[config.mk]
export PLATFORM = sky130hd
export DESIGN_NAME = dma_irq_regbank
export DESIGN_NICKNAME = d
export VERILOG_FILES = /design/src/rtl/dmairq_pkg.sv /design/src/rtl/dmairq_decode.sv /design/src/rtl/dmairq_status.sv /design/src/rtl/dma_irq_regbank.sv
export SDC_FILE = /design/constraint.sdc
export NUM_CORES = 1
export LEC_CHECK = 0
export BUFFER_PORTS_ARGS = -buffer_cell sky130_fd_sc_hd__buf_4
export CAP_MARGIN = 10
export CORE_UTILIZATION = 45
export DETAILED_ROUTE_END_ITERATION = 8
export GPL_ROUTABILITY_DRIVEN = 0
export PLACE_DENSITY = 0.85
export SETUP_SLACK_MARGIN = 0.4
export SLEW_MARGIN = 20
export SYNTH_ARGS = -nofsm -noshare
export SYNTH_HDL_FRONTEND = slang
export SYNTH_SLANG_ARGS = --single-unit
[constraint.sdc]
create_clock -name clk -period 2.9 [get_ports clk]
set_input_delay 0.725 -clock clk [delete_from_list [all_inputs] [get_ports clk]]
set_output_delay 0.725 -clock clk [all_outputs]
set_load 0.005 [all_outputs]
[src/rtl/dmairq_pkg.sv]
package dmairq_pkg;
  localparam logic [31:0] OFF_ACR  = 32'h0000_0034;
  localparam logic [31:0] OFF_STAT = 32'h0008_0000;
  localparam logic [31:0] OFF_PEND = 32'h0008_0004;
  localparam logic [31:0] OFF_EN   = 32'h0008_0008;

  typedef struct packed {
    logic stat;
    logic pend;
    logic en;
    logic acr;
  } regsel_t;
endpackage

[src/rtl/dmairq_decode.sv]
module dmairq_decode
  import dmairq_pkg::*;
#(
  parameter int ADDR_W = 20
) (
  input  logic [ADDR_W-1:0] addr,
  output regsel_t           sel
);
  always_comb begin
    sel.stat = (addr == ADDR_W'(OFF_STAT));
    sel.pend = (addr == ADDR_W'(OFF_PEND));
    sel.en   = (addr == ADDR_W'(OFF_EN));
    sel.acr  = (addr == ADDR_W'(OFF_ACR));
  end

  // an address selects at most one register
  always_comb begin
    a_r2_onehot_sel: assert ($onehot0({sel.stat, sel.pend, sel.en, sel.acr}));
  end
endmodule

[src/rtl/dmairq_status.sv]
module dmairq_status #(
  parameter int NUM_CH = 8
) (
  input  logic              clk,
  input  logic              rst_n,
  input  logic [NUM_CH-1:0] set_vec,
  input  logic [NUM_CH-1:0] clr_vec,
  output logic [NUM_CH-1:0] status
);
  for (genvar i = 0; i < NUM_CH; i++) begin : g_bit
    always_ff @(posedge clk or negedge rst_n) begin
      if (!rst_n)          status[i] <= 1'b0;
      else if (set_vec[i]) status[i] <= 1'b1;
      else if (clr_vec[i]) status[i] <= 1'b0;
    end
  end

  // a completion always lands, even against a clear
  a_r5_set_wins: assert property (@(posedge clk) disable iff (!rst_n)
    (|set_vec) |=> ((status & $past(set_vec)) == $past(set_vec)));

  // a clear without a competing set empties the bit
  a_r4_clear_takes: assert property (@(posedge clk) disable iff (!rst_n)
    (|(clr_vec & ~set_vec)) |=> ((status & $past(clr_vec & ~set_vec)) == '0));

  // no set and no clear keeps every bit
  a_r4_hold: assert property (@(posedge clk) disable iff (!rst_n)
    (set_vec == '0 && clr_vec == '0) |=> $stable(status));
endmodule

[src/rtl/dma_irq_regbank.sv]
module dma_irq_regbank
  import dmairq_pkg::*;
#(
  parameter int NUM_PAIRS = 4,
  parameter int ADDR_W    = 20
) (
  input  logic                 clk,
  input  logic                 rst_n,
  input  logic [NUM_PAIRS-1:0] rx_done,
  input  logic [NUM_PAIRS-1:0] tx_done,
  input  logic                 reg_wr,
  input  logic                 reg_rd,
  input  logic [ADDR_W-1:0]    reg_addr,
  input  logic [31:0]          reg_wdata,
  output logic [31:0]          reg_rdata,
  output logic                 irq,
  output logic                 addr32_mode
);
  localparam int NUM_CH = 2 * NUM_PAIRS;

  regsel_t           sel;
  logic [NUM_CH-1:0] set_vec;
  logic [NUM_CH-1:0] clr_vec;
  logic [NUM_CH-1:0] status;
  logic [NUM_CH-1:0] enable_q;
  logic [NUM_CH-1:0] pending;
  logic              acr_q;
  logic [31:0]       rd_mux;
  logic              unused_wdata;

  assign unused_wdata = ^reg_wdata;

  dmairq_decode #(.ADDR_W(ADDR_W)) u_decode (
    .addr (reg_addr),
    .sel  (sel)
  );

  // receive channel of pair k is bit 2k, transmit channel is bit 2k+1
  for (genvar k = 0; k < NUM_PAIRS; k++) begin : g_pair
    assign set_vec[2*k]   = rx_done[k];
    assign set_vec[2*k+1] = tx_done[k];
  end

  assign clr_vec = (reg_wr && sel.stat) ? reg_wdata[NUM_CH-1:0] : '0;

  dmairq_status #(.NUM_CH(NUM_CH)) u_status (
    .clk     (clk),
    .rst_n   (rst_n),
    .set_vec (set_vec),
    .clr_vec (clr_vec),
    .status  (status)
  );

  always_ff @(posedge clk or negedge rst_n) begin
    if (!rst_n) begin
      enable_q <= '0;
      acr_q    <= 1'b0;
    end else if (reg_wr) begin
      if (sel.en)  enable_q <= reg_wdata[NUM_CH-1:0];
      if (sel.acr) acr_q    <= reg_wdata[0];
    end
  end

  assign pending     = status & enable_q;
  assign irq         = |pending;
  assign addr32_mode = acr_q;

  always_comb begin
    rd_mux = '0;
    if (sel.stat) rd_mux[NUM_CH-1:0] = status;
    if (sel.pend) rd_mux[NUM_CH-1:0] = pending;
    if (sel.en)   rd_mux[NUM_CH-1:0] = enable_q;
    if (sel.acr)  rd_mux[0]          = acr_q;
  end

  always_ff @(posedge clk or negedge rst_n) begin
    if (!rst_n)      reg_rdata <= '0;
    else if (reg_rd) reg_rdata <= rd_mux;
  end

  // nothing above the channel count ever reaches the read port
  a_r10_upper_zero: assert property (@(posedge clk) disable iff (!rst_n)
    ((reg_rdata >> NUM_CH) == 32'h0));

  // clearing the enable register removes the interrupt
  a_r8_mask_drops_irq: assert property (@(posedge clk) disable iff (!rst_n)
    (reg_wr && sel.en && reg_wdata[NUM_CH-1:0] == '0) |=> !irq);

  // an unmapped read returns zero
  a_r2_unmapped_zero: assert property (@(posedge clk) disable iff (!rst_n)
    (reg_rd && sel == '0) |=> (reg_rdata == 32'h0));

  // without a read strobe the read data holds
  a_r11_rdata_hold: assert property (@(posedge clk) disable iff (!rst_n)
    !reg_rd |=> $stable(reg_rdata));
endmodule

# After elaboration in Yosys (flattened, before gate mapping)
# Cells that the tools add are included.
[word_totals] latchBits=0 romBits=0 register_bits=25 ramBits=0 elab_cells=49 memories=0
[op_classes] n_div=0 n_mul=0 magnitude_cmp=0 n_reduce_logical=12 eq_ne=4 addsub=0 mux=21 bitwise_logic=1 shifts=0
[ops] operator="equality test 20 bit (second input constant)" n=3
[ops] operator="2-to-1 mux 8 bit" n=4
[ops] operator="equality test 20 x 6 -> 1 bit (second input constant)" n=1
[ops] operator="2-to-1 mux 1 bit" n=17
[ops] operator="nonzero test 2 bit" n=8
[ops] operator="AND 8 bit" n=1
[ops] operator="OR reduction 8 bit" n=1
[ops] operator="AND reduction 2 bit" n=2
[ops] operator="logical AND 1 bit" n=1

# Logic depth before layout (Yosys ltp)
[logic_depth] word_depth=5 depth_mapped=6 mapped_depth_nobuf=4

# Cells and area by module
# A second synthesis with hierarchy kept.
[hier_totals] cells_unflattened=150 hier_area_um2=1483.9
[by_module_without_submodules] mod="dma_irq_regbank" cells_per_inst=110 area_each_um2=1058.5 instances=1 seq_area_each_um2=425.4
[by_module_without_submodules] mod="dmairq_status" cells_per_inst=24 area_each_um2=290.3 instances=1 seq_area_each_um2=200.2
[by_module_without_submodules] mod="dmairq_decode" cells_per_inst=16 area_each_um2=135.1 instances=1 seq_area_each_um2=0.0

# Worst setup path before layout
# Ideal clock, no wire load.
[synth_path] path_kind="input to register" startpoint="input port reg_addr[7]" endpoint="register enable_q[0]" path_slack_ps=546 path_buffers=0 path_stages=4 arrival_time_ps=2229 required_time_ps=2775 path_cell_list="or4_4 -> nor4_4 -> nand4_4 -> mux2_2"
[synth_between] elab_chain_cells=2
[synth_rtl] item="start: declaration" line_no="dma_irq_regbank.sv:13" text="input logic [ADDR_W-1:0] reg_addr,"
[synth_rtl] item="equality test 20 bit" line_no="dmairq_decode.sv:12" text="sel.en = (addr == ADDR_W'(OFF_EN));"
[synth_rtl] item="AND reduction 2 bit (no source line)"
[synth_rtl] item="end signal: assignment" line_no="dma_irq_regbank.sv:59" text="if (sel.en) enable_q <= reg_wdata[NUM_CH-1:0];"
[synth_rtl] item="end: declaration" line_no="dma_irq_regbank.sv:25" text="logic [NUM_CH-1:0] enable_q;"
# No other way between the ends.
# A chain may end at the register's enable or synchronous reset.

# Worst setup path in the final report
[layout_path] startpoint="input port reg_addr[9]" endpoint="register u_status.status[6]"
[layout_between] elab_chain_cells=4
[layout_rtl] item="equality test 20 bit" line_no="dmairq_decode.sv:10" text="sel.stat = (addr == ADDR_W'(OFF_STAT));"
[layout_rtl] item="logical AND 1 bit" line_no="dma_irq_regbank.sv:44" text="assign clr_vec = (reg_wr && sel.stat) ? reg_wdata[NUM_CH-1:0] : '0;"
[layout_rtl] item="2-to-1 mux 8 bit" line_no="dma_irq_regbank.sv:44"
[layout_rtl] item="nonzero test 2 bit (no source line)"
[layout_rtl] item="end signal: indexed assignment" line_no="dmairq_status.sv:12" text="if (!rst_n) status[i] <= 1'b0;"
[layout_rtl] item="end signal: indexed assignment" line_no="dmairq_status.sv:13" text="else if (set_vec[i]) status[i] <= 1'b1;"
[layout_rtl] item="end signal: indexed assignment" line_no="dmairq_status.sv:14" text="else if (clr_vec[i]) status[i] <= 1'b0;"
[layout_rtl] item="end: declaration" line_no="dmairq_status.sv:8" text="output logic [NUM_CH-1:0] status"
# No other way between the ends.

==> run metrics <==
status=completed; Worst Reg-to-Reg Cells=4; final hold violation count=0; Mapped Cells=around 150; clock slew seen by the registers of the worst setup and hold paths=0.14 ns; worst min-delay path class=in -> async; worst-path maximum fanout=8; maximum clock path buffer count=2; PD cells=roughly 320 nW/um2; switching pwr=about 0.15 mW; Slew HR=66.4%; Startpoint Class=primary input; setup TNS=0 ns; MaxCap Viol Count=0; post-synth cell types=30; initial antenna violation count=0; H-tree depth=1; leakage power=between 0.8 and 0.9 nW; Avg Cell Area, Syn=slightly below 10 um2; nets=around 260; clk root buf=clkbuf_4; area of the core=3100 um2; Final Critical Period=2.12 ns; CTS Buf Count=3; final antenna-violating net count=0; die area=about 3600 um2; sequential-to-total area share from yosys stat=a little over two fifths; Max Fclk=~0.47 GHz; vias per cell=between 5 and 6; Clock Latency Late Sink=about 0.32 ns; worst hold slack=roughly 0.27 ns; Tcrit/Tclk final=around 73%; Setup Fix Bufs, Post-CTS=0; global-route total usage across every layer=18.5%; Crit path required time=approximately 3.1 ns; Die Y=between 50 and 60 um; Worst setup EP type=flip-flop; number of core rows=20; post-cts resize count=0; worst slew pin tran=roughly 0.50 ns; Synth Warn #=0; DP Wirelength=2340 um; clock power share=27.3%; hold_buf cts=0; commonest non-fill, non-tap cell in the layout=buf_4; most frequent cells in the layout=buf_4 (52), dfrtp_1 (25), conb_1 (24); drt initial violations=63; register share of total power=roughly 59%; internal power=approximately 0.44 mW; Cell Area, Synth=1500 um2; wire per inst=approximately 12 um; share of post-route cells with drive strength above 1=35.7%; worst setup path category=in -> reg; Final Skew=~0.0023 ns; first-pass GRT wire length=5050 um; CP arrival=2.35 ns; Pins Over Slew Limit=0; synthesized flop and latch total=25; FILL cells=about 280; Pre-Repair DR Iteration Count=5; number of port buffers=around 50; gr ovfl total=0; pin count of the biggest net entering global routing=26; vias after detailed routing=between 1000 and 1500; combinational power share=~14%; Starting Density=48.3%; vias in the first global route=between 1000 and 1500; Die Wd=59.7 um; Post-route DRC=0; RSZ-0062 raised after global routing=false; clock sinks=25; Routed WL=slightly below 3000 um; Final Setup Violations=0; Worst VDD drop=0.210 mV; # IOs=98; antenna cells=0; TritonCTS clock tree=built; area grow syn2layout=23.4%; Sw Ratio=~25%
[synthesized netlist by cell type (all sizes together)]
cell | n | share of area [%]
a2111oi | 1 | 0.58
a21o | 8 | 4.0
a22oi | 4 | 2.0
a31oi | 1 | 0.42
and4b | 1 | 0.67
buf | 26 | 13
clkbuf | 6 | 1.5
conb | 1 | 0.25
dfrtp | 25 | 42
inv | 7 | 1.8
mux2 | 9 | 6.8
mux2i | 1 | 0.67
nand2 | 9 | 2.3
nand2b | 1 | 0.42
nand3 | 8 | 2.7
nand4 | 4 | 2.7
nor2 | 3 | 0.75
nor3 | 9 | 3.0
nor4 | 8 | 4.3
nor4b | 1 | 1.6
o21ai | 7 | 2.3
o221ai | 7 | 4.1
or3 | 1 | 0.42
or3b | 1 | 0.58
or4 | 3 | 2.0
[path summary, 6_finish.rpt]
kind                                          start                             end  slack (ns)
min in group clk           reg_rdata[1]$_DFFE_PN0P_        reg_rdata[1]$_DFFE_PN0P_        0.53
max                                     reg_addr[9]  u_status.status[6]$_DFFE_PN0P_        0.78
min reg2reg                reg_rdata[1]$_DFFE_PN0P_        reg_rdata[1]$_DFFE_PN0P_        0.53
max in group asynchronous                     rst_n  u_status.status[6]$_DFFE_PN0P_        2.40
max reg2reg                 enable_q[0]$_DFFE_PN0P_        reg_rdata[0]$_DFFE_PN0P_        1.71
min                                           rst_n        reg_rdata[7]$_DFFE_PN0P_        0.27
[per-layer routing]
| metal | GRT usage, % | vias to the layer above | part of all wire, % |
|---|---|---|---|
| met1 | 25.3 | 572 | 45 |
| met2 | 30.2 | 51 | 49 |
| met3 | 2.16 | 4 | 4.5 |
| met5 | 0 | - | 0 |
| met4 | 6.64 | 0 | 1.2 |
| li1 | - | 604 | - |
[through the flow]
stage          worst slack (ns)  util (%)  std cells  instance area [um2]  total power [mW]
2_1_floorplan             0.546         -        175                 1590             0.410
3_3_place_gp              0.433      58.7        239                 1820             0.438
3_5_place_dp              0.421      58.7        239                 1820             0.440
4_1_cts                   0.778      59.6        243                 1850             0.599
5_1_grt                   0.721      59.6        243                 1850             0.622
6_report                  0.784      59.6        243                 1850             0.596
[registers in the layout, summed over array words and instances (netlist names)]
| name | flops |
|---|---|
| addr32_mode | 1 |
| enable_q | 8 |
| reg_rdata | 8 |
| u_status.status | 8 |
[cell families (layout without fill, tap and decap cells)]
| kind of cell | after synthesis | count (layout) | synth area share [%] |
|---|---|---|---|
| AO/OA/AOI/OAI | 28 | 28 | 13.4 |
| AND/OR/NAND/NOR | 49 | 49 | 21.4 |
| flip-flops | 25 | 25 | 41.7 |
| buffers and inverters | 39 | 63 | 15.8 |
| other | 1 | 24 | 0.250 |
| multiplexers | 10 | 10 | 7.42 |
[power groups by stage]
| stage | sequential (mW) | combinational [mW] | clock [mW] |
|---|---|---|---|
| finish | 0.350 | 0.0830 | 0.163 |
| CTS | 0.350 | 0.0834 | 0.166 |
| global route | 0.350 | 0.0933 | 0.178 |
| global placement | 0.357 | 0.0817 | 0 |
| floorplan | 0.357 | 0.0533 | 0 |
| detailed placement | 0.357 | 0.0835 | 0 |
[final cells by class]
class | count | area (um2) | area share [%]
well taps | 44 | 55.1 | 2.97
clock buffers | 3 | 22.5 | 1.22
flip-flops and latches | 25 | 626 | 33.8
clock inverters | 1 | 7.51 | 0.406
repair buffers | 52 | 390 | 21.1
inverters | 7 | 26.3 | 1.42
multi-input cells | 111 | 723 | 39.1
[critical path, cell delays in order]
cell and delay, ns:
buf_4 0.10, or4_1 0.65, nor4b_4 0.54, nand3_1 0.13
a21o_1 0.19
Note: power is estimated with default switching activity, not from simulation.
